===== src/rtl/bus_datapath.sv =====
module bus_datapath #(
  parameter int W    = 8,
  parameter int NREG = 4
) (
  input  logic            clk,
  input  logic            rst,
  input  logic [W-1:0]    ext_data,
  input  logic            ext_oe,
  input  logic [NREG-1:0] reg_oe,
  input  logic [NREG-1:0] reg_ld,
  input  logic            opnd_ld,
  input  logic            res_ld,
  input  logic            res_oe,
  input  logic            sub,
  output logic [W-1:0]    bus_out
);

  logic [W-1:0] rq [NREG];
  logic [W-1:0] a_q, g_q;
  logic [W-1:0] bus;
  logic [W-1:0] b_op, alu_y;

  always_comb begin
    bus = '0;
    if (ext_oe) bus = ext_data;
    if (res_oe) bus = g_q;
    for (int i = 0; i < NREG; i++)
      if (reg_oe[i]) bus = rq[i];
  end

  assign bus_out = bus;

  assign b_op  = bus ^ {W{sub}};
  assign alu_y = a_q + b_op + {{(W-1){1'b0}}, sub};

  generate
    for (genvar i = 0; i < NREG; i++) begin : g_reg
      always_ff @(posedge clk) begin
        if (rst)            rq[i] <= '0;
        else if (reg_ld[i]) rq[i] <= bus;
      end

      a_r3_load: assert property (@(posedge clk) disable iff (rst)
        reg_ld[i] |=> rq[i] == $past(bus_out));
      a_r4_hold: assert property (@(posedge clk) disable iff (rst)
        !reg_ld[i] |=> rq[i] == $past(rq[i]));
    end
  endgenerate

  always_ff @(posedge clk) begin
    if (rst)          a_q <= '0;
    else if (opnd_ld) a_q <= bus;
  end

  always_ff @(posedge clk) begin
    if (rst)         g_q <= '0;
    else if (res_ld) g_q <= alu_y;
  end

  a_r2_onehot: assert property (@(posedge clk) disable iff (rst)
    $onehot0({reg_oe, res_oe, ext_oe}));
  a_r2_idle: assert property (@(posedge clk) disable iff (rst)
    (reg_oe == '0 && !res_oe && !ext_oe) |-> bus_out == '0);
  a_r6_opnd: assert property (@(posedge clk) disable iff (rst)
    opnd_ld |=> a_q == $past(bus_out));
  a_r7_add: assert property (@(posedge clk) disable iff (rst)
    (res_ld && !sub) |=> g_q == W'($past(a_q) + $past(bus_out)));
  a_r7_sub: assert property (@(posedge clk) disable iff (rst)
    (res_ld && sub) |=> g_q == W'($past(a_q) - $past(bus_out)));
  a_r8_hold: assert property (@(posedge clk) disable iff (rst)
    !res_ld |=> $stable(g_q));

endmodule


===== config.mk =====
export PLATFORM = sky130hd
export DESIGN_NAME = bus_datapath
export DESIGN_NICKNAME = d
export VERILOG_FILES = /design/src/rtl/bus_datapath.sv
export SDC_FILE = /design/constraint.sdc
export NUM_CORES = 1
export LEC_CHECK = 0
export BUFFER_PORTS_ARGS = -buffer_cell sky130_fd_sc_hd__buf_2
export CORE_MARGIN = 5
export CORE_UTILIZATION = 40
export CTS_BUF_LIST = sky130_fd_sc_hd__clkbuf_8
export DETAILED_ROUTE_END_ITERATION = 12
export GPL_ROUTABILITY_DRIVEN = 0
export HOLD_SLACK_MARGIN = 0.05
export PLACE_DENSITY = 0.54
export SLEW_MARGIN = 20
export SYNTH_ARGS = -nofsm -noshare
export SYNTH_HDL_FRONTEND = slang
export SYNTH_SLANG_ARGS = --single-unit

===== constraint.sdc =====
create_clock -name clk -period 3 [get_ports clk]
set_input_delay 0 -clock clk [delete_from_list [all_inputs] [get_ports clk]]
set_output_delay 0 -clock clk [all_outputs]
set_load 0.02 [all_outputs]

# Word-level counts from Yosys, hierarchy flattened
# Memory sizes are Yosys's and may differ from the RTL's.
# Index checks and enable logic that the tools add are counted.
classes:
  n_addsub: 2
  mux: 24
  bitwise: 5
op_table:
  columns: ["cell", "count"]
  rows:
  - ["$mux 8", 10]
  - ["$mux 1", 14]
  - ["$add 8x1->8", 1]
  - ["$add 8x8->8", 1]
  - ["$xor 8x8->8", 1]
  - ["$or 1x1->1", 4]
word_totals:
  regBits: 16
  ramBits: 32
  memories: 1
memory_table:
  columns: ["name", "depth", "word_bits", "rd", "rd_ports_with_merged_regs", "write_ports", "line", "source"]
  rows:
  - ["rq", 4, 8, 4, 0, 4, "18", "logic [W-1:0] rq [NREG];"]

# Logic depth before layout (Yosys ltp)
# Gate-level depths: netlist of the first run.
logic_depth:
  word_depth: 9
  depth_mapped: 14

# Worst setup path before layout of the first run
# Ideal clock, no wire load.
synth_timing:
  path_kind: "flip-flop to flip-flop"
  startpoint: "memory rq[0][0]"
  endpoint: "register g_q[6]"
  setup_ns: 0.120
  arrival_ns: 2.517
  required_time_ns: 2.880
  slack_ns: 0.364
  path_stages_with_launch: 14
  synth_period_minus_slack_ns: 2.636
  cell_sequence: "edfxtp_1 > a211oi_2 > nand2_1 > o21ai_2 > clkinv_4 > nand2_1 > nand2_1 > fa_1 > a21o_1 > a21oi_1 > o21bai_1 > a21oi_1 > nor4b_1 > a211o_1"
synth_lines:
  columns: ["element", "line", "source"]
  rows:
  - ["from (decl)", "18", null]
  - ["to (signal assigned)", "57", "else if (res_ld) g_q <= alu_y;"]
  - ["to (decl)", "19", "logic [W-1:0] a_q, g_q;"]

==> qor.yml, run 1 <==
route:
  dr.pass1.iters: 4
  drc: 0
  vias_per_cell: 5.42
  drt_wl_total_um: 6850
  antenna_left: 0
  drt_iter0_markers: 118
  vias: 2058
  wl_per_cell_um: 18.0
sta:
  rsz0062_at_grt: "no"
  setup_viol: 0
  post-route-period-util_pct: 93.3
  relSlewSlack_pct: 66.4
  fin_setup_tns_ns: 0
  clock_skew_ns: 0.0131
  hold_violations: 0
  report.final.slew_viol_count: 0
  setup_slack_ns: 0.201
  period_needed_ns: 2.80
  fmax_mhz: 357
  tightest_slew_ns: 0.505
layout:
  fill_cells: 664
  syn2layout_area_growth_pct: 13.2
  regArea_um2: 1280
  antenna_cells: 0
  layout-drive-gt1-share_pct: 22.0
  final_nets: 329
  multi_input_area_um2: 1290
global_routing:
  gr-usage-all-layers_pct: 17.1
  grt_pass1_vias: 2040
  grt_overflow: 0
  grt_start_max_net_pins: 30
  grt_pass1_wl_um: 10900
  antenna_found_initial: 0
synthesis:
  yosys_most_used_dff: "edfxtp_1"
  syn_nets: 299
  yosys_warnings: 0
  syn_area_um2: 2710
  synthMostInstantiatedCell: "nor2_1"
  yosys.area.top_type: "edfxtp_1"
  synth_top_area_share_pct: 35.5
  syn_inst: 269
  yosysSeqAreaShare_pct: 47.3
  synth_cell_types: 52
  synth_common_cells: "50 x nor2_1, 32 x edfxtp_1, 20 x nand2_1"
  yosys-top-cells-area: "edfxtp_1 36%, dfxtp_1 12%, nor2_1 6.9%"
  syn_avg_cell_area_um2: 10.1
  synthArstFlopShare_pct: 0
  ys_seq_elements: 48
  synth-edff-count: 32
die:
  start_util_pct: 40.5
  rows: 30
  fp.dieH_um: 92.3
  core_um2: 6680
  io_pins: 31
  die_area_um2: 8510
  die_w_um: 92.3
worst_setup_path:
  start_kind: "flip-flop"
  crit_required_ns: 3.21
  crit_type: "reg -> reg"
  crit_fanout: 6
  cp-end-kind: "flip-flop"
  crit_arrival_ns: 3.01
clocking:
  clk_pin_slew_ns: 0.10
  postCtsResizedCells: 0
  root_buffer: "clkbuf_8"
  postCtsSetupRepairBufs: 0
  hold_buffers: 0
  insertion_delay_ns: 0.31
  cts_buffer_depth: 2
  cts_tree: "done"
  clock_sinks: 48
  cts_buffers: 5
  htreeDepth: 2
power:
  cellPowerDensity_nw_per_um2: 546
  leakagePower_nw: 1.25
  ir_drop_uv: 226
outcome:
  status: "completed"
hold_path:
  hold_class: "in -> reg"
place:
  port_buffers: 30
  pre_cts_ws_ns: 0.230
  dpl.hpwl_um: 5080
job:
  maxCapViolations: 0
-- flip-flops by register name, summed over array words and instances, names as in the netlist --
signal,cells
rq,32
a_q,8
g_q,8
-- critical path, cell delays in order, from the launching register on --
cell and delay, ns:
edfxtp_1 0.39, a211oi_2 0.22, nand2_1 0.10, o21ai_2 0.31, clkinv_4 0.15, nand2_1 0.09, nand2_1 0.07, fa_1 0.40
a21o_1 0.18, a21oi_1 0.21, o21bai_1 0.09, a21oi_1 0.18, nor4b_1 0.07, a211o_1 0.23
-- routing by layer --
| layer | global-route usage, % | vias up | share of wire [%] |
|---|---|---|---|
| li1 | - | 1017 | - |
| met1 | 22.2 | 984 | 46 |
| met2 | 27.2 | 44 | 46 |
| met3 | 4.43 | 13 | 4.9 |
| met4 | 6.56 | 0 | 2.6 |
| met5 | 0 | - | 0 |
-- worst paths after layout --
| kind | cells past startpoint | startpoint | slack, ns | to |
|---|---|---|---|---|
| setup / recovery | 13 | rq[0][0] | 0.20 | g_q[6] |
| hold / removal | 3 | res_ld | 0.11 | g_q[0] |
| setup reg to reg | 13 | rq[0][0] | 0.20 | g_q[6] |
| hold reg to reg | 2 | g_q[2] | 0.49 | g_q[2] |
-- area by class of cell --
| cell class | instances | area share, % |
|---|---|---|
| clock buffer | 5 | 2.25 |
| sequential | 48 | 41.8 |
| multi-input combinational | 189 | 42.0 |
| timing repair buffer | 38 | 6.86 |
| tap | 80 | 3.27 |
| clock inverter | 3 | 1.51 |
| inverter | 17 | 2.25 |
-- logic make-up after synthesis --
kind of cell | synth area share, %
multiplexers | 4.35
adder cells (fa/ha/maj) | 3.51
flip-flops | 47.3
AO/OA/AOI/OAI | 16.5
XOR/XNOR | 3.56
buffers and inverters | 5.09
AND/OR/NAND/NOR | 19.7
-- placed cells by master, fill, tap and decap left out, types with 3 or more instances in the layout --
cell type / netlist / layout
a211oi_1: 4 / 4
a21o_1: 5 / 5
a21oi_1: 7 / 7
a221oi_1: 6 / 6
buf_2: 4 / 30
buf_4: 0 / 8
clkbuf_8: 0 / 5
dfxtp_1: 16 / 16
edfxtp_1: 32 / 32
ha_1: 6 / 6
inv_1: 16 / 16
mux2_2: 6 / 6
mux2i_1: 5 / 5
nand2_1: 20 / 20
nand2b_1: 4 / 4
nand3_1: 3 / 3
nor2_1: 50 / 50
nor2b_1: 10 / 10
nor3b_1: 5 / 5
o211ai_1: 3 / 3
o21a_1: 3 / 3
o221ai_1: 4 / 4
o311ai_0: 4 / 4
or2_2: 4 / 4
xnor2_1: 11 / 11
-- through the flow --
stage               hold slack, ns  std cells  cell area [um^2]  utilization [%]  total power, mW
finish                       0.107        380              3060             45.8             1.67
floorplan                    0.224        269              2710                -             1.07
detailed placement           0.432        372              2950             44.1             1.20
global route                 0.113        380              3060             45.8             1.75
CTS                          0.103        380              3060             45.8             1.68
global placement             0.423        372              2950             44.1             1.20
-- report_power, final --
part | leakage (nW) | internal, mW | switching [mW] | total (mW)
Clock | 0.0548 | 0.251 | 0.238 | 0.489
Combinational | 0.708 | 0.160 | 0.227 | 0.387
Sequential | 0.485 | 0.767 | 0.0285 | 0.795
Total | 1.25 | 1.18 | 0.493 | 1.67
Power figures use the tool's default switching activity.
==> inputs of run 2 (changes only) <==
--- a/config.mk
+++ b/config.mk
@@ -7,12 +7,13 @@
 export LEC_CHECK = 0
 export BUFFER_PORTS_ARGS = -buffer_cell sky130_fd_sc_hd__buf_2
 export CORE_MARGIN = 5
-export CORE_UTILIZATION = 40
+export CORE_UTILIZATION = 45
 export CTS_BUF_LIST = sky130_fd_sc_hd__clkbuf_8
+export CTS_CLUSTER_DIAMETER = 60
 export DETAILED_ROUTE_END_ITERATION = 12
 export GPL_ROUTABILITY_DRIVEN = 0
 export HOLD_SLACK_MARGIN = 0.05
-export PLACE_DENSITY = 0.54
+export PLACE_DENSITY = 0.6
 export SLEW_MARGIN = 20
 export SYNTH_ARGS = -nofsm -noshare
 export SYNTH_HDL_FRONTEND = slang
==> run 2 against run 1 <==
  * Register-to-register slack got worse by 0.03 ns
  * Sequential cell count unchanged
  * Global-route usage grew 2.2 points
  * Maximum frequency down 1.2%
  * Setup slack got worse by 0.034 ns
  * Combinational power is essentially flat
  * Sequential power hardly changed
  * Critical path depth fell by 4
  * Highest routed layer unchanged
  * Final cell count is 1.6% lower
  * Clock-buffer cell count stayed put
  * Via count up 1.5%
==> qor.yml, run 2 (synthesized netlist as in run 1, its figures left out) <==
route:
  wl_per_cell_um: 18.5  # was 18.0 um
  drt_wl_total_um: 6900  # was 6850 um
  top_layer: "met4"  # unchanged
  drt_iter0_markers: 162  # was 118
  wl_met2_um: 3210  # was 3150 um
  drt-met1-wl_um: 3200  # was 3180 um
  antenna_left: 0  # unchanged
  dr.pass1.iters: 4  # unchanged
  routed-wl-met3_um: 355  # was 334 um
  vias_per_cell: 5.59  # was 5.42
  drc: 0  # unchanged
  vias: 2089  # was 2058
global_routing:
  grt_pass1_wl_um: 10800  # was 10900 um
  grt_start_max_net_pins: 30  # unchanged
  antenna_found_initial: 0  # unchanged
  grt_pass1_vias: 1974  # was 2040
  grt_overflow: 0  # unchanged
  gr-usage-all-layers_pct: 19.3  # was 17.1%
hold_path:
  hold_class: "in -> reg"  # unchanged
die:
  start_util_pct: 46.0  # was 40.5%
  io_pins: 31  # unchanged
  die_area_um2: 7670  # was 8510 um^2
  die_w_um: 87.6  # was 92.3 um
  rows: 28  # was 30
  core_um2: 5890  # was 6680 um^2
  fp.dieH_um: 87.6  # was 92.3 um
sta:
  relSlewSlack_pct: 62.7  # was 66.4%
  hold_violations: 0  # unchanged
  clock_skew_ns: 0.00948  # was 0.0131 ns
  setup_slack_ns: 0.167  # was 0.201 ns
  setup_viol: 0  # unchanged
  hold_ws_ns: 0.0990  # was 0.107 ns
  fin_setup_tns_ns: 0  # unchanged
  fmax_mhz: 353  # was 357 MHz
  post-route-period-util_pct: 94.4  # was 93.3%
  report.final.slew_viol_count: 0  # unchanged
  tightest_slew_ns: 0.553  # was 0.505 ns
  period_needed_ns: 2.83  # was 2.80 ns
power:
  combPwrFrac_pct: 24.6  # was 23.1%
  p_clk_share_pct: 24.9  # was 29.3%
  leakagePower_nw: 1.24  # was 1.25 nW
  intPower_mw: 1.09  # was 1.18 mW
  seqPwrFrac_pct: 50.5  # was 47.6%
  total_power_mw: 1.58  # was 1.67 mW
  p_switching_mw: 0.488  # was 0.493 mW
  swShare_pct: 30.9  # was 29.5%
  ir_drop_uv: 242  # was 226 uV
  cellPowerDensity_nw_per_um2: 521  # was 546 nW/um^2
clocking:
  cts_buffer_depth: 2  # unchanged
  htreeDepth: 2  # unchanged
  insertion_delay_ns: 0.31  # about the same
  root_buffer: "clkbuf_8"  # unchanged
  clk_pin_slew_ns: 0.09  # was 0.10 ns
  cts_tree: "done"  # unchanged
  hold_buffers: 0  # unchanged
  cts_buffers: 5  # unchanged
  clock_sinks: 48  # unchanged
place:
  pre_cts_ws_ns: 0.187  # was 0.230 ns
  port_buffers: 30  # unchanged
  dpl.hpwl_um: 5020  # was 5080 um
worst_setup_path:
  cp-end-kind: "flip-flop"  # unchanged
  reg2regPathDepth: 9  # was 13
  reg2reg_from: "g_q[5]"  # was rq[0][0]
  crit_path_start: "g_q[5]"  # was rq[0][0]
  reg2reg_slack_ns: 0.17  # was 0.20 ns
  crit_arrival_ns: 3.08  # was 3.01 ns
  start_kind: "flip-flop"  # unchanged
  rr_endpoint: "g_q[7]"  # was g_q[6]
  crit_fanout: 5  # was 6
  critPathCapture: "g_q[7]"  # was g_q[6]
  crit_required_ns: 3.25  # was 3.21 ns
  crit_type: "reg -> reg"  # unchanged
outcome:
  status: "completed"  # unchanged
layout:
  largest_reg_flops: 32  # unchanged
  final_nets: 328  # was 329
  mostFrequentLayoutCells: "50 x nor2_1, 32 x edfxtp_1, 30 x buf_2"  # unchanged
  final_common_cell: "nor2_1"  # unchanged
  largestRegisters: "rq (32), a_q (8), g_q (8)"  # unchanged
  fill_cells: 582  # was 664
  syn2layout_area_growth_pct: 12.0  # was 13.2%
  top_register: "rq"  # unchanged
  antenna_cells: 0  # unchanged
  layout-drive-gt1-share_pct: 21.7  # was 22.0%
  utilization_pct: 51.5  # was 45.8%
job:
  maxCapViolations: 0  # unchanged
## run 2: final cells by class
class | instances | area, um^2 | area share [%]
Tap cell | 75 | 93.8 | 3.10
Multi-Input combinational cell | 189 | 1300 | 42.8
Timing Repair Buffer | 37 | 203 | 6.69
Sequential cell | 48 | 1280 | 42.3
Clock buffer | 5 | 68.8 | 2.27
Inverter | 17 | 68.8 | 2.27
Clock inverter | 3 | 17.5 | 0.578
## run 2: worst min-delay path by stage
stage	from	endpoint	slack, ns	depth (start not counted)
after floorplan	rst	g_q[3]	0.22	3
after detailed placement	res_ld	g_q[0]	0.42	3
after CTS	res_ld	g_q[0]	0.1	3
after global routing	res_ld	g_q[0]	0.12	3
after global placement	res_ld	g_q[0]	0.43	3
final	res_ld	g_q[0]	0.1	3
## run 2: routing by layer
layer	GRT usage, %	vias to the layer above
met4	7.11	0
met1	27.1	1007
met2	30.0	55
met3	3.10	7
li1	-	1020
met5	0	-
## run 2: through the flow
stage / instance area (um^2) / instances
after floorplan: 2710 / 269
after global placement: 2930 / 366
after detailed placement: 2930 / 366
after CTS: 3020 / 374
after global routing: 3030 / 374
final: 3030 / 374
## run 2: repair_timing
item | CTS | global route
endpoints found under the setup margin | 0 | 2
buffers inserted | 0 | 0
gates resized for setup | 0 | 2
## run 2: critical path, cell delays in order, from the launching register on
cell	delay (ns)
dfxtp_1	0.36
a221oi_1	0.10
o311ai_0	0.50
o221ai_1	0.35
xnor2_1	0.20
ha_1	0.36
a21o_1	0.18
a21o_1	0.19
or4b_1	0.46
nand3_1	0.07
## run 2: power groups by stage
stage               sequential (mW)  combinational, mW  clock [mW]
floorplan                     0.800              0.275           0
global route                  0.803              0.431       0.424
detailed placement            0.812              0.383           0
CTS                           0.797              0.388       0.405
finish                        0.797              0.389       0.393
global placement              0.812              0.383           0
